--- config.mk ---
export PLATFORM = sky130hd
export DESIGN_NAME = lcx_transition_fsm
export DESIGN_NICKNAME = d
export VERILOG_FILES = /design/src/rtl/lcx_pkg.sv /design/src/rtl/lcx_state_reg.sv /design/src/rtl/lcx_next_state.sv /design/src/rtl/lcx_token_cmp.sv /design/src/rtl/lcx_status_reg.sv /design/src/rtl/lcx_transition_fsm.sv
export SDC_FILE = /design/constraint.sdc
export NUM_CORES = 1
export LEC_CHECK = 0
export CELL_PAD_IN_SITES_DETAIL_PLACEMENT = 1
export CELL_PAD_IN_SITES_GLOBAL_PLACEMENT = 1
export CORE_ASPECT_RATIO = 0.75
export CORE_MARGIN = 2
export CORE_UTILIZATION = 37
export CTS_CLUSTER_DIAMETER = 50
export DETAILED_ROUTE_END_ITERATION = 12
export GPL_ROUTABILITY_DRIVEN = 0
export PLACE_DENSITY_LB_ADDON = 0.1
export SLEW_MARGIN = 20
export SYNTH_ARGS = -nofsm -noshare
export SYNTH_HDL_FRONTEND = slang
export SYNTH_SLANG_ARGS = --single-unit
--- constraint.sdc ---
create_clock -name clk_i -period 5.1 [get_ports clk_i]
set_input_delay 1.53 -clock clk_i [delete_from_list [all_inputs] [get_ports clk_i]]
set_output_delay 1.53 -clock clk_i [all_outputs]
set_load 0.02 [all_outputs]
--- src/rtl/lcx_pkg.sv ---
package lcx_pkg;
  localparam int IDX_W  = 4;
  localparam int PAR_W  = 3;
  localparam int CODE_W = IDX_W + PAR_W;

  typedef enum logic [IDX_W-1:0] {
    ST_RESET     = 4'd1,
    ST_IDLE      = 4'd2,
    ST_CLKMUX    = 4'd3,
    ST_CNTINCR   = 4'd4,
    ST_CNTPROG   = 4'd5,
    ST_TRANSCHK  = 4'd6,
    ST_TOKHASH   = 4'd7,
    ST_FLASHRMA  = 4'd8,
    ST_TOKCHK0   = 4'd9,
    ST_TOKCHK1   = 4'd10,
    ST_TRANSPROG = 4'd11,
    ST_POST      = 4'd12,
    ST_SCRAP     = 4'd13,
    ST_ESCALATE  = 4'd14,
    ST_INVALID   = 4'd15
  } lcx_state_e;

  typedef enum logic [2:0] {
    RS_NONE  = 3'd0,
    RS_OK    = 3'd1,
    RS_TOKEN = 3'd2,
    RS_CNT   = 3'd3,
    RS_FLASH = 3'd4,
    RS_CHECK = 3'd5,
    RS_PROG  = 3'd6
  } lcx_status_e;

  function automatic logic [PAR_W-1:0] lcx_parity(input logic [IDX_W-1:0] d);
    return {d[1] ^ d[2] ^ d[3], d[0] ^ d[2] ^ d[3], d[0] ^ d[1] ^ d[3]};
  endfunction

  function automatic logic [CODE_W-1:0] lcx_encode(input lcx_state_e s);
    return {s, lcx_parity(s)};
  endfunction
endpackage

--- src/rtl/lcx_state_reg.sv ---
module lcx_state_reg
  import lcx_pkg::*;
(
  input  logic              clk_i,
  input  logic              rst_ni,
  input  lcx_state_e        nxt_i,
  input  logic [CODE_W-1:0] flip_i,
  output lcx_state_e        state_o,
  output logic              illegal_o
);
  logic [CODE_W-1:0] code_q;
  logic [IDX_W-1:0]  idx;
  logic [PAR_W-1:0]  par;

  always_ff @(posedge clk_i or negedge rst_ni) begin
    if (!rst_ni) code_q <= lcx_encode(ST_RESET);
    else         code_q <= lcx_encode(nxt_i) ^ flip_i;
  end

  assign idx       = code_q[CODE_W-1:PAR_W];
  assign par       = code_q[PAR_W-1:0];
  assign illegal_o = (par != lcx_parity(idx)) || (idx == '0);
  assign state_o   = illegal_o ? ST_INVALID : lcx_state_e'(idx);


  onebit_detect_chk: assert property (@(posedge clk_i) disable iff (!rst_ni)
    ($countones(flip_i) == 1) |=> illegal_o);
endmodule

--- src/rtl/lcx_next_state.sv ---
module lcx_next_state
  import lcx_pkg::*;
(
  input  lcx_state_e  state_i,
  input  logic        illegal_i,
  input  logic        esc_i,
  input  logic        trans_req_i,
  input  logic        scrap_req_i,
  input  logic        rma_i,
  input  logic        cnt_full_i,
  input  logic        trans_legal_i,
  input  logic        cnt_ack_i,
  input  logic        cnt_err_i,
  input  logic        hash_ack_i,
  input  logic        hash_err_i,
  input  logic        flash_ack_i,
  input  logic        flash_err_i,
  input  logic        flash_fail_q_i,
  input  logic        match_lo_i,
  input  logic        match_hi_i,
  input  logic        prog_ack_i,
  input  logic        prog_err_i,
  output lcx_state_e  nxt_o,
  output logic        rec_en_o,
  output lcx_status_e rec_val_o,
  output logic        flash_fail_set_o
);
  always_comb begin
    nxt_o            = state_i;
    rec_en_o         = 1'b0;
    rec_val_o        = RS_NONE;
    flash_fail_set_o = 1'b0;
    case (state_i)
      ST_RESET:  nxt_o = ST_IDLE;
      ST_IDLE: begin
        if (scrap_req_i)      nxt_o = ST_SCRAP;
        else if (trans_req_i) nxt_o = ST_CLKMUX;
      end
      ST_CLKMUX: nxt_o = ST_CNTINCR;
      ST_CNTINCR: begin
        if (cnt_full_i) begin
          nxt_o = ST_POST; rec_en_o = 1'b1; rec_val_o = RS_CNT;
        end else begin
          nxt_o = ST_CNTPROG;
        end
      end
      ST_CNTPROG: begin
        if (cnt_ack_i) begin
          if (cnt_err_i) begin
            nxt_o = ST_POST; rec_en_o = 1'b1; rec_val_o = RS_CNT;
          end else begin
            nxt_o = ST_TRANSCHK;
          end
        end
      end
      ST_TRANSCHK: begin
        if (trans_legal_i) nxt_o = ST_TOKHASH;
        else begin
          nxt_o = ST_POST; rec_en_o = 1'b1; rec_val_o = RS_CHECK;
        end
      end
      ST_TOKHASH: begin
        if (hash_ack_i) begin
          if (hash_err_i) begin
            nxt_o = ST_POST; rec_en_o = 1'b1; rec_val_o = RS_TOKEN;
          end else begin
            nxt_o = ST_FLASHRMA;
          end
        end
      end
      ST_FLASHRMA: begin
        if (!rma_i) nxt_o = ST_TOKCHK0;
        else if (flash_ack_i) begin
          flash_fail_set_o = flash_err_i;
          nxt_o            = ST_TOKCHK0;
        end
      end
      ST_TOKCHK0: begin
        if (flash_fail_q_i) begin
          nxt_o = ST_POST; rec_en_o = 1'b1; rec_val_o = RS_FLASH;
        end else if (!match_lo_i) begin
          nxt_o = ST_POST; rec_en_o = 1'b1; rec_val_o = RS_TOKEN;
        end else begin
          nxt_o = ST_TOKCHK1;
        end
      end
      ST_TOKCHK1: begin
        if (match_hi_i) nxt_o = ST_TRANSPROG;
        else begin
          nxt_o = ST_POST; rec_en_o = 1'b1; rec_val_o = RS_TOKEN;
        end
      end
      ST_TRANSPROG: begin
        if (prog_ack_i) begin
          nxt_o     = ST_POST;
          rec_en_o  = 1'b1;
          rec_val_o = prog_err_i ? RS_PROG : RS_OK;
        end
      end
      ST_POST, ST_SCRAP, ST_ESCALATE, ST_INVALID: nxt_o = state_i;
      default: nxt_o = ST_INVALID;
    endcase

    if (illegal_i) begin
      nxt_o            = ST_INVALID;
      rec_en_o         = 1'b0;
      flash_fail_set_o = 1'b0;
    end
    if (esc_i) begin
      nxt_o            = ST_ESCALATE;
      rec_en_o         = 1'b0;
      flash_fail_set_o = 1'b0;
    end
  end
endmodule

--- src/rtl/lcx_token_cmp.sv ---
module lcx_token_cmp #(
  parameter int TOKEN_W = 64
) (
  input  logic               clk_i,
  input  logic               rst_ni,
  input  logic               cap_en_i,
  input  logic [TOKEN_W-1:0] hash_val_i,
  input  logic [TOKEN_W-1:0] ref_i,
  output logic               match_lo_o,
  output logic               match_hi_o
);
  localparam int HALF_W = TOKEN_W / 2;

  logic [TOKEN_W-1:0] hash_q;

  always_ff @(posedge clk_i or negedge rst_ni) begin
    if (!rst_ni)       hash_q <= '0;
    else if (cap_en_i) hash_q <= hash_val_i;
  end

  assign match_lo_o = (hash_q[HALF_W-1:0] == ref_i[HALF_W-1:0]);
  assign match_hi_o = (hash_q[TOKEN_W-1:HALF_W] == ref_i[TOKEN_W-1:HALF_W]);
endmodule

--- src/rtl/lcx_status_reg.sv ---
module lcx_status_reg
  import lcx_pkg::*;
(
  input  logic        clk_i,
  input  logic        rst_ni,
  input  logic        rec_en_i,
  input  lcx_status_e rec_val_i,
  input  logic        flash_fail_set_i,
  output lcx_status_e status_o,
  output logic        flash_fail_q_o
);
  always_ff @(posedge clk_i or negedge rst_ni) begin
    if (!rst_ni)       status_o <= RS_NONE;
    else if (rec_en_i) status_o <= rec_val_i;
  end

  always_ff @(posedge clk_i or negedge rst_ni) begin
    if (!rst_ni)               flash_fail_q_o <= 1'b0;
    else if (flash_fail_set_i) flash_fail_q_o <= 1'b1;
  end
endmodule

--- src/rtl/lcx_transition_fsm.sv ---
module lcx_transition_fsm
  import lcx_pkg::*;
#(
  parameter int TOKEN_W = 64
) (
  input  logic               clk_i,
  input  logic               rst_ni,
  input  logic               esc0_i,
  input  logic               esc1_i,
  input  logic               trans_req_i,
  input  logic               scrap_req_i,
  input  logic               rma_i,
  input  logic               cnt_full_i,
  input  logic               trans_legal_i,
  output logic               cnt_req_o,
  input  logic               cnt_ack_i,
  input  logic               cnt_err_i,
  output logic               hash_req_o,
  input  logic               hash_ack_i,
  input  logic               hash_err_i,
  input  logic [TOKEN_W-1:0] hash_val_i,
  input  logic [TOKEN_W-1:0] ref_token_i,
  output logic               flash_req_o,
  input  logic               flash_ack_i,
  input  logic               flash_err_i,
  output logic               prog_req_o,
  input  logic               prog_ack_i,
  input  logic               prog_err_i,
  input  logic [6:0]         fault_flip_i,
  output logic               clk_byp_o,
  output logic [3:0]         state_o,
  output logic [2:0]         status_o,
  output logic               state_err_o
);
  lcx_state_e  state, nxt;
  logic        illegal, esc;
  logic        rec_en, ff_set, ff_q;
  lcx_status_e rec_val, status;
  logic        match_lo, match_hi, cap_en;

  assign esc    = esc0_i | esc1_i;
  assign cap_en = (state == ST_TOKHASH) && hash_ack_i;

  lcx_state_reg u_state_reg (
    .clk_i     (clk_i),
    .rst_ni    (rst_ni),
    .nxt_i     (nxt),
    .flip_i    (fault_flip_i),
    .state_o   (state),
    .illegal_o (illegal)
  );

  lcx_next_state u_next_state (
    .state_i          (state),
    .illegal_i        (illegal),
    .esc_i            (esc),
    .trans_req_i      (trans_req_i),
    .scrap_req_i      (scrap_req_i),
    .rma_i            (rma_i),
    .cnt_full_i       (cnt_full_i),
    .trans_legal_i    (trans_legal_i),
    .cnt_ack_i        (cnt_ack_i),
    .cnt_err_i        (cnt_err_i),
    .hash_ack_i       (hash_ack_i),
    .hash_err_i       (hash_err_i),
    .flash_ack_i      (flash_ack_i),
    .flash_err_i      (flash_err_i),
    .flash_fail_q_i   (ff_q),
    .match_lo_i       (match_lo),
    .match_hi_i       (match_hi),
    .prog_ack_i       (prog_ack_i),
    .prog_err_i       (prog_err_i),
    .nxt_o            (nxt),
    .rec_en_o         (rec_en),
    .rec_val_o        (rec_val),
    .flash_fail_set_o (ff_set)
  );

  lcx_token_cmp #(.TOKEN_W(TOKEN_W)) u_token_cmp (
    .clk_i      (clk_i),
    .rst_ni     (rst_ni),
    .cap_en_i   (cap_en),
    .hash_val_i (hash_val_i),
    .ref_i      (ref_token_i),
    .match_lo_o (match_lo),
    .match_hi_o (match_hi)
  );

  lcx_status_reg u_status_reg (
    .clk_i            (clk_i),
    .rst_ni           (rst_ni),
    .rec_en_i         (rec_en),
    .rec_val_i        (rec_val),
    .flash_fail_set_i (ff_set),
    .status_o         (status),
    .flash_fail_q_o   (ff_q)
  );

  assign cnt_req_o   = (state == ST_CNTPROG);
  assign hash_req_o  = (state == ST_TOKHASH);
  assign flash_req_o = (state == ST_FLASHRMA) && rma_i;
  assign prog_req_o  = (state == ST_TRANSPROG);
  assign clk_byp_o   = (state >= ST_CLKMUX) && (state <= ST_TRANSPROG);
  assign state_o     = state;
  assign status_o    = status;
  assign state_err_o = (state == ST_INVALID);


  reset_to_idle_chk: assert property (@(posedge clk_i) disable iff (!rst_ni)
    (state == ST_RESET && !esc && fault_flip_i == '0) |=> (state == ST_IDLE));

  one_req_chk: assert property (@(posedge clk_i) disable iff (!rst_ni)
    $onehot0({cnt_req_o, hash_req_o, flash_req_o, prog_req_o}));

  tc1_once_chk: assert property (@(posedge clk_i) disable iff (!rst_ni)
    (state == ST_TOKCHK1) |=> (state != ST_TOKCHK1));

  prog_ok_chk: assert property (@(posedge clk_i) disable iff (!rst_ni)
    (state == ST_TRANSPROG && prog_ack_i && !prog_err_i && !esc && fault_flip_i == '0)
    |=> (state == ST_POST && status == RS_OK));

  terminal_hold_chk: assert property (@(posedge clk_i) disable iff (!rst_ni)
    ((state == ST_POST || state == ST_SCRAP) && !esc && fault_flip_i == '0) |=> $stable(state));

  esc_wins_chk: assert property (@(posedge clk_i) disable iff (!rst_ni)
    (esc && fault_flip_i == '0) |=> (state == ST_ESCALATE));

  status_on_post_chk: assert property (@(posedge clk_i) disable iff (!rst_ni)
    (!$stable(status) && !illegal) |-> (state == ST_POST));
endmodule

* After elaboration in Yosys (flattened, before gate mapping)
Index checks and enable logic that the tools add are counted.
Widths: inputs -> output; s select.
** Cells by class
- Multiplexer cells :: 48
- Equal/unequal tests :: 18
- Reductions and logical operators :: 6
- Order comparisons :: 2
- Bitwise logic cells :: 14
** Operators by type and width (count)
- $eq 32x32->1 :: 2
- $mux 4 :: 14
- $pmux 4 s12 :: 1
- $eq 4x4->1 const B :: 8
- $mux 3 :: 9
- $pmux 3 s7 :: 1
- $mux 1 :: 17
- $eq 4x3->1 const B :: 4
- $xor 1x1->1 :: 12
- $mux 2 :: 5
- $eq 4x2->1 const B :: 2
- $pmux 1 s7 :: 1
- $xor 7x7->7 :: 1
- $eq 4x1->1 const B :: 1
- $ge 4x2->1 const B :: 1
- $le 4x4->1 const B :: 1
- $logic_not 4->1 :: 1
- $reduce_or 4->1 :: 1
- $logic_and 1x1->1 :: 3
- $ne 3x3->1 :: 1
- $logic_or 1x1->1 :: 1
- $or 1x1->1 :: 1
** Storage, ports and cells
- Register bits after elaboration :: 75
- Bits of input ports :: 152
- Word-level logic and storage cells :: 92

* Longest topological paths before layout
- Depth in word-level cells :: 13
- Depth in mapped cells :: 12
- Depth with buffers taken out :: 10

* By module
A second synthesis with hierarchy kept.
** Unflattened totals
- Cells, all modules :: 353
- Area total of the unflattened synthesis :: 4192.8 sq um
** Modules (own cells, without submodules)
- lcx_token_cmp :: times used 1, cells an instance 221, area an instance 3090.5 sq um, seq. area each 1601.5 sq um
- lcx_next_state :: times used 1, cells an instance 75, area an instance 452.9 sq um, seq. area each 0.0 sq um
- lcx_state_reg :: times used 1, cells an instance 36, area an instance 422.9 sq um, seq. area each 178.9 sq um
- lcx_status_reg :: times used 1, cells an instance 8, area an instance 140.1 sq um, seq. area each 100.1 sq um
- lcx_transition_fsm :: times used 1, cells an instance 13, area an instance 86.3 sq um, seq. area each 0.0 sq um

* Worst setup path before layout
No wires, ideal clock.
- Path kind :: reg2out
- From :: reg u_state_reg.code_q[3]
- To :: out prog_req_o
- Data required time :: 3.570 ns
- Stages on the path, launching flop included :: 8
- Arrival time :: 2.541 ns
- Slack :: 1.029 ns
- Cells stage by stage :: dfstp_2 > buf_2 > inv_1 > ha_1 > xor2_1 > a211o_1 > a22o_1 > nor3_1
** Between the ends
- Word-level cells in the longest chain between the ends :: 6
** Ends and longest elaborated chain
- start, declared :: line lcx_state_reg.sv:11 : logic [CODE_W-1:0] code_q;
- start signal, assigned :: line lcx_state_reg.sv:16 : if (!rst_ni) code_q <= lcx_encode(ST_RESET);
- start signal, assigned :: line lcx_state_reg.sv:17 : else code_q <= lcx_encode(nxt_i) ^ flip_i;
- $xor 1x1->1 (2 in series) :: line lcx_pkg.sv:35 : return {d[1] ^ d[2] ^ d[3], d[0] ^ d[2] ^ d[3], d[0] ^ d[1] ^ d[3]};
- $ne 3x3->1 :: line lcx_state_reg.sv:22 : assign illegal_o = (par != lcx_parity(idx)) || (idx == '0);
- $logic_or 1x1->1 :: line lcx_state_reg.sv:22
- $mux 4 * :: line lcx_state_reg.sv:23 : assign state_o = illegal_o ? ST_INVALID : lcx_state_e'(idx);
- $eq 4x4->1 * :: line lcx_transition_fsm.sv:102 : assign prog_req_o = (state == ST_TRANSPROG);
- end, declared :: line lcx_transition_fsm.sv:26 : output logic prog_req_o,
Mark *: on every way between the ends. The rest lies on a longest branch, timed or not.

* Worst setup path in the final report
- From :: reg u_state_reg.code_q[3]
- To :: out flash_req_o
** Between the ends
- Word-level cells in the longest chain between the ends :: 7
** Ends and longest elaborated chain
- $xor 1x1->1 (2 in series) :: line lcx_pkg.sv:35
- $ne 3x3->1 :: line lcx_state_reg.sv:22
- $logic_or 1x1->1 :: line lcx_state_reg.sv:22
- $mux 4 * :: line lcx_state_reg.sv:23
- $eq 4x4->1 * :: line lcx_transition_fsm.sv:101 : assign flash_req_o = (state == ST_FLASHRMA) && rma_i;
- $logic_and 1x1->1 * :: line lcx_transition_fsm.sv:101
- end, declared :: line lcx_transition_fsm.sv:23 : output logic flash_req_o,
Marked as above.

==> flow_summary.json <==
{
  "outcome": "finished clean",
  "synth_adder_area_share_pct": 0.2868,
  "yosys_warnings": 0,
  "io_pins": 165,
  "die_h_um": 98.04,
  "nNetsFinal": 703,
  "clk_path_buf_depth": 2,
  "fillers": 1251,
  "synthArstFlopShare_pct": 100.0,
  "r2r-end": "u_state_reg.code_q[1]",
  "syn-instance-count": 385,
  "die_w_um": 129.4,
  "cts_setup_buffers": 0,
  "mappedNetlistArea_mm2": 0.004363,
  "drtAntennaViolNets": 0,
  "cp.arrival_ns": 3.33,
  "ys_seq_area_share_pct": 43.10,
  "hold_path_class": "reg -> reg",
  "clock.fmax_mhz": 205.9,
  "synth_edf_count": 0,
  "synth_compound_area_share_pct": 7.542,
  "synth_xor_area_share_pct": 16.63,
  "peakVddDrop_mv": 0.1848,
  "critPathCaptureType": "output pin",
  "whs_path_depth": 1,
  "use_met1_pct": 29.11,
  "muxShareOfSynthArea_pct": 17.26,
  "ys_ff_latch": 75,
  "fp-row-count": 34,
  "cts_resized": 0,
  "grt_pass1_vias": 3921,
  "drt_wl_total_mm": 13.08,
  "start_kind": "flop",
  "finalHoldViolations": 0,
  "cts.sinks": 75,
  "drive_gt1_share_pct": 18.23,
  "p_leak_uw": 0.002475,
  "synth_cell_types": 63,
  "rsz0062_at_grt": "no",
  "cts_max_level": 3,
  "startpoint": "u_state_reg.code_q[3]",
  "powerDensity_mw_per_mm2": 396.2,
  "grt_overflow": 0,
  "routedWlPerCell_um": 18.26,
  "grt_max_degree": 76,
  "clk-insertion-delay-late_ns": 0.33,
  "tns_ns": 0,
  "initial_core_util_pct": 37.84,
  "slew_viol_final": 0,
  "grt_pass1_wl_mm": 20.96,
  "mostFrequentLayoutCell": "clkdlybuf4s50_1",
  "dieArea_mm2": 0.01269,
  "drtIter0Drc": 142,
  "antenna_found_initial": 0,
  "path_max_fanout": 9,
  "cts_hold_buf": 0,
  "post-route-drc-count": 0,
  "io_buffers": 164,
  "synthSimpleGateAreaFrac_pct": 12.22,
  "tritoncts": "built",
  "multi_input_area_mm2": 0.002359,
  "avgViaCountPerCell": 5.027,
  "met2_usage_pct": 33.72,
  "clock_tree.root_cell": "clkbuf_16",
  "fin_worst_skew_ns": 0.004085,
  "worst_pin_slew_ns": 0.9637,
  "top_usage_layer": "met2",
  "track_usage_pct": 21.50,
  "ys_dominant_reg_cell": "dfrtp_1",
  "core_area_mm2": 0.01153,
  "required_ns": 3.57,
  "seq_area_mm2": 0.001881,
  "postPlaceCellArea_mm2": 0.006165,
  "numCtsBuffers": 9,
  "final_cell_mix": "clkdlybuf4s50_1 (163), xnor2_1 (75), dfrtp_1 (72)",
  "area_growth_pct": 48.06,
  "period_share_pct": 95.24,
  "globalRouteMet3Util_pct": 6.849,
  "setup_violations": 0,
  "reg2regPathDepth": 10,
  "crit_end": "flash_req_o",
  "min_period_ns": 4.857,
  "drv_cap": 0,
  "diodes": 0,
  "synth_top_family_by_area": "multiplexers",
  "num_vias": 3599,
  "r2r_slack_ns": 1.59,
  "dp_hpwl_mm": 10.03,
  "r2r-start": "u_state_reg.code_q[3]",
  "final_area_mm2": 0.006460,
  "clk_pin_slew_ns": 0.06,
  "syn_area_per_cell_um2": 11.33,
  "first_pass_iters": 4,
  "path_class": "reg -> out",
  "synth_fp_nets": 538,
  "max-slew-margin-rel_pct": 35.75
}
metal layers:
metal | part of all wire [%] | wire length (um)
met1 | 44 | 5779
met3 | 8.7 | 1137
met2 | 46 | 6019
met4 | 1.1 | 141
met5 | 0 | 0
state kept, by name, indices dropped and copies added, names as in the netlist:
| signal | count |
|---|---|
| u_status_reg.status_o | 3 |
| u_state_reg.code_q | 7 |
| u_token_cmp.hash_q | 64 |
| u_status_reg.flash_fail_q_o | 1 |
layout make-up:
cell class                      instances  share of cell area [%]
Multi-Input combinational cell        287                   36.51
Clock inverter                          2                  0.5423
Clock buffer                           13                   4.029
Timing Repair Buffer                  170                   26.26
Inverter                                7                  0.4067
Tap cell                              162                   3.138
Sequential cell                        75                   29.11
report_power, final:
| group | internal [uW] | switching (uW) | leakage [uW] | total (uW) |
|---|---|---|---|---|
| Sequential | 867 | 191 | 0.000920 | 1060 |
| Clock | 402 | 237 | 0.000146 | 639 |
| Combinational | 546 | 316 | 0.00141 | 862 |
synthesized netlist by cell type (all sizes together), types with 2 or more instances:
cell | instances | share of area (%)
xor2 | 6 | 1.2
nor2 | 15 | 1.3
or3 | 3 | 0.54
a2111oi | 2 | 0.69
nand3 | 9 | 1.0
dfrtp | 72 | 41
o21a | 2 | 0.34
dfstp | 3 | 1.8
and3b | 2 | 0.40
nand2 | 19 | 1.6
and2 | 3 | 0.46
a22o | 3 | 0.60
nand4 | 19 | 2.7
o21ai | 10 | 1.1
a21boi | 3 | 0.52
o211ai | 3 | 0.63
a21oi | 3 | 0.34
xnor2 | 76 | 15
mux2 | 66 | 17
clkbuf | 4 | 0.34
nor4 | 5 | 1.1
buf | 12 | 2.0
inv | 7 | 0.60
nor2b | 4 | 0.57
nor3b | 2 | 0.34
nor3 | 8 | 0.92
cell families (layout without fill, tap and decap cells):
logic type               count (synthesis)  after routing
AND/OR/NAND/NOR                         96             96
adder cells (fa/ha/maj)                  1              1
AO/OA/AOI/OAI                           41             41
buffers and inverters                   23            192
multiplexers                            67             67
XOR/XNOR                                82             82
flip-flops                              75             75
how the worst min path moves through the flow:
stage	start	slack [ns]	end
6_report	u_status_reg.status_o[1]	0.50	u_status_reg.status_o[1]
5_1_grt	u_status_reg.status_o[1]	0.54	u_status_reg.status_o[1]
4_1_cts	u_status_reg.status_o[1]	0.51	u_status_reg.status_o[1]
3_5_place_dp	u_status_reg.status_o[1]	0.50	u_status_reg.status_o[1]
3_3_place_gp	u_status_reg.status_o[1]	0.48	u_status_reg.status_o[1]
2_1_floorplan	u_status_reg.flash_fail_q_o	0.47	u_status_reg.flash_fail_q_o
worst max-delay path, cell delays in order, from the launching register on:
cell and delay (ns):
dfstp_2 0.52, inv_1 0.05, ha_1 0.29, xor2_1 0.22, a211o_1 0.46, a221oi_2 0.54, and4_1 0.29, clkdlybuf4s50_1 0.61
stage by stage:
step	std cells	setup WS [ns]	util, %	hold slack, ns	power, uW
5_1_grt	716	0.1207	56.03	0.5373	2726
4_1_cts	716	0.2665	56.03	0.5122	2596
3_3_place_gp	701	0.7066	53.47	0.4787	1882
6_report	716	0.2428	56.03	0.5041	2560
2_1_floorplan	385	1.029	-	0.4728	1630
3_5_place_dp	701	0.5628	53.47	0.5045	1932
No activity file was read; power rests on OpenSTA's default activity.
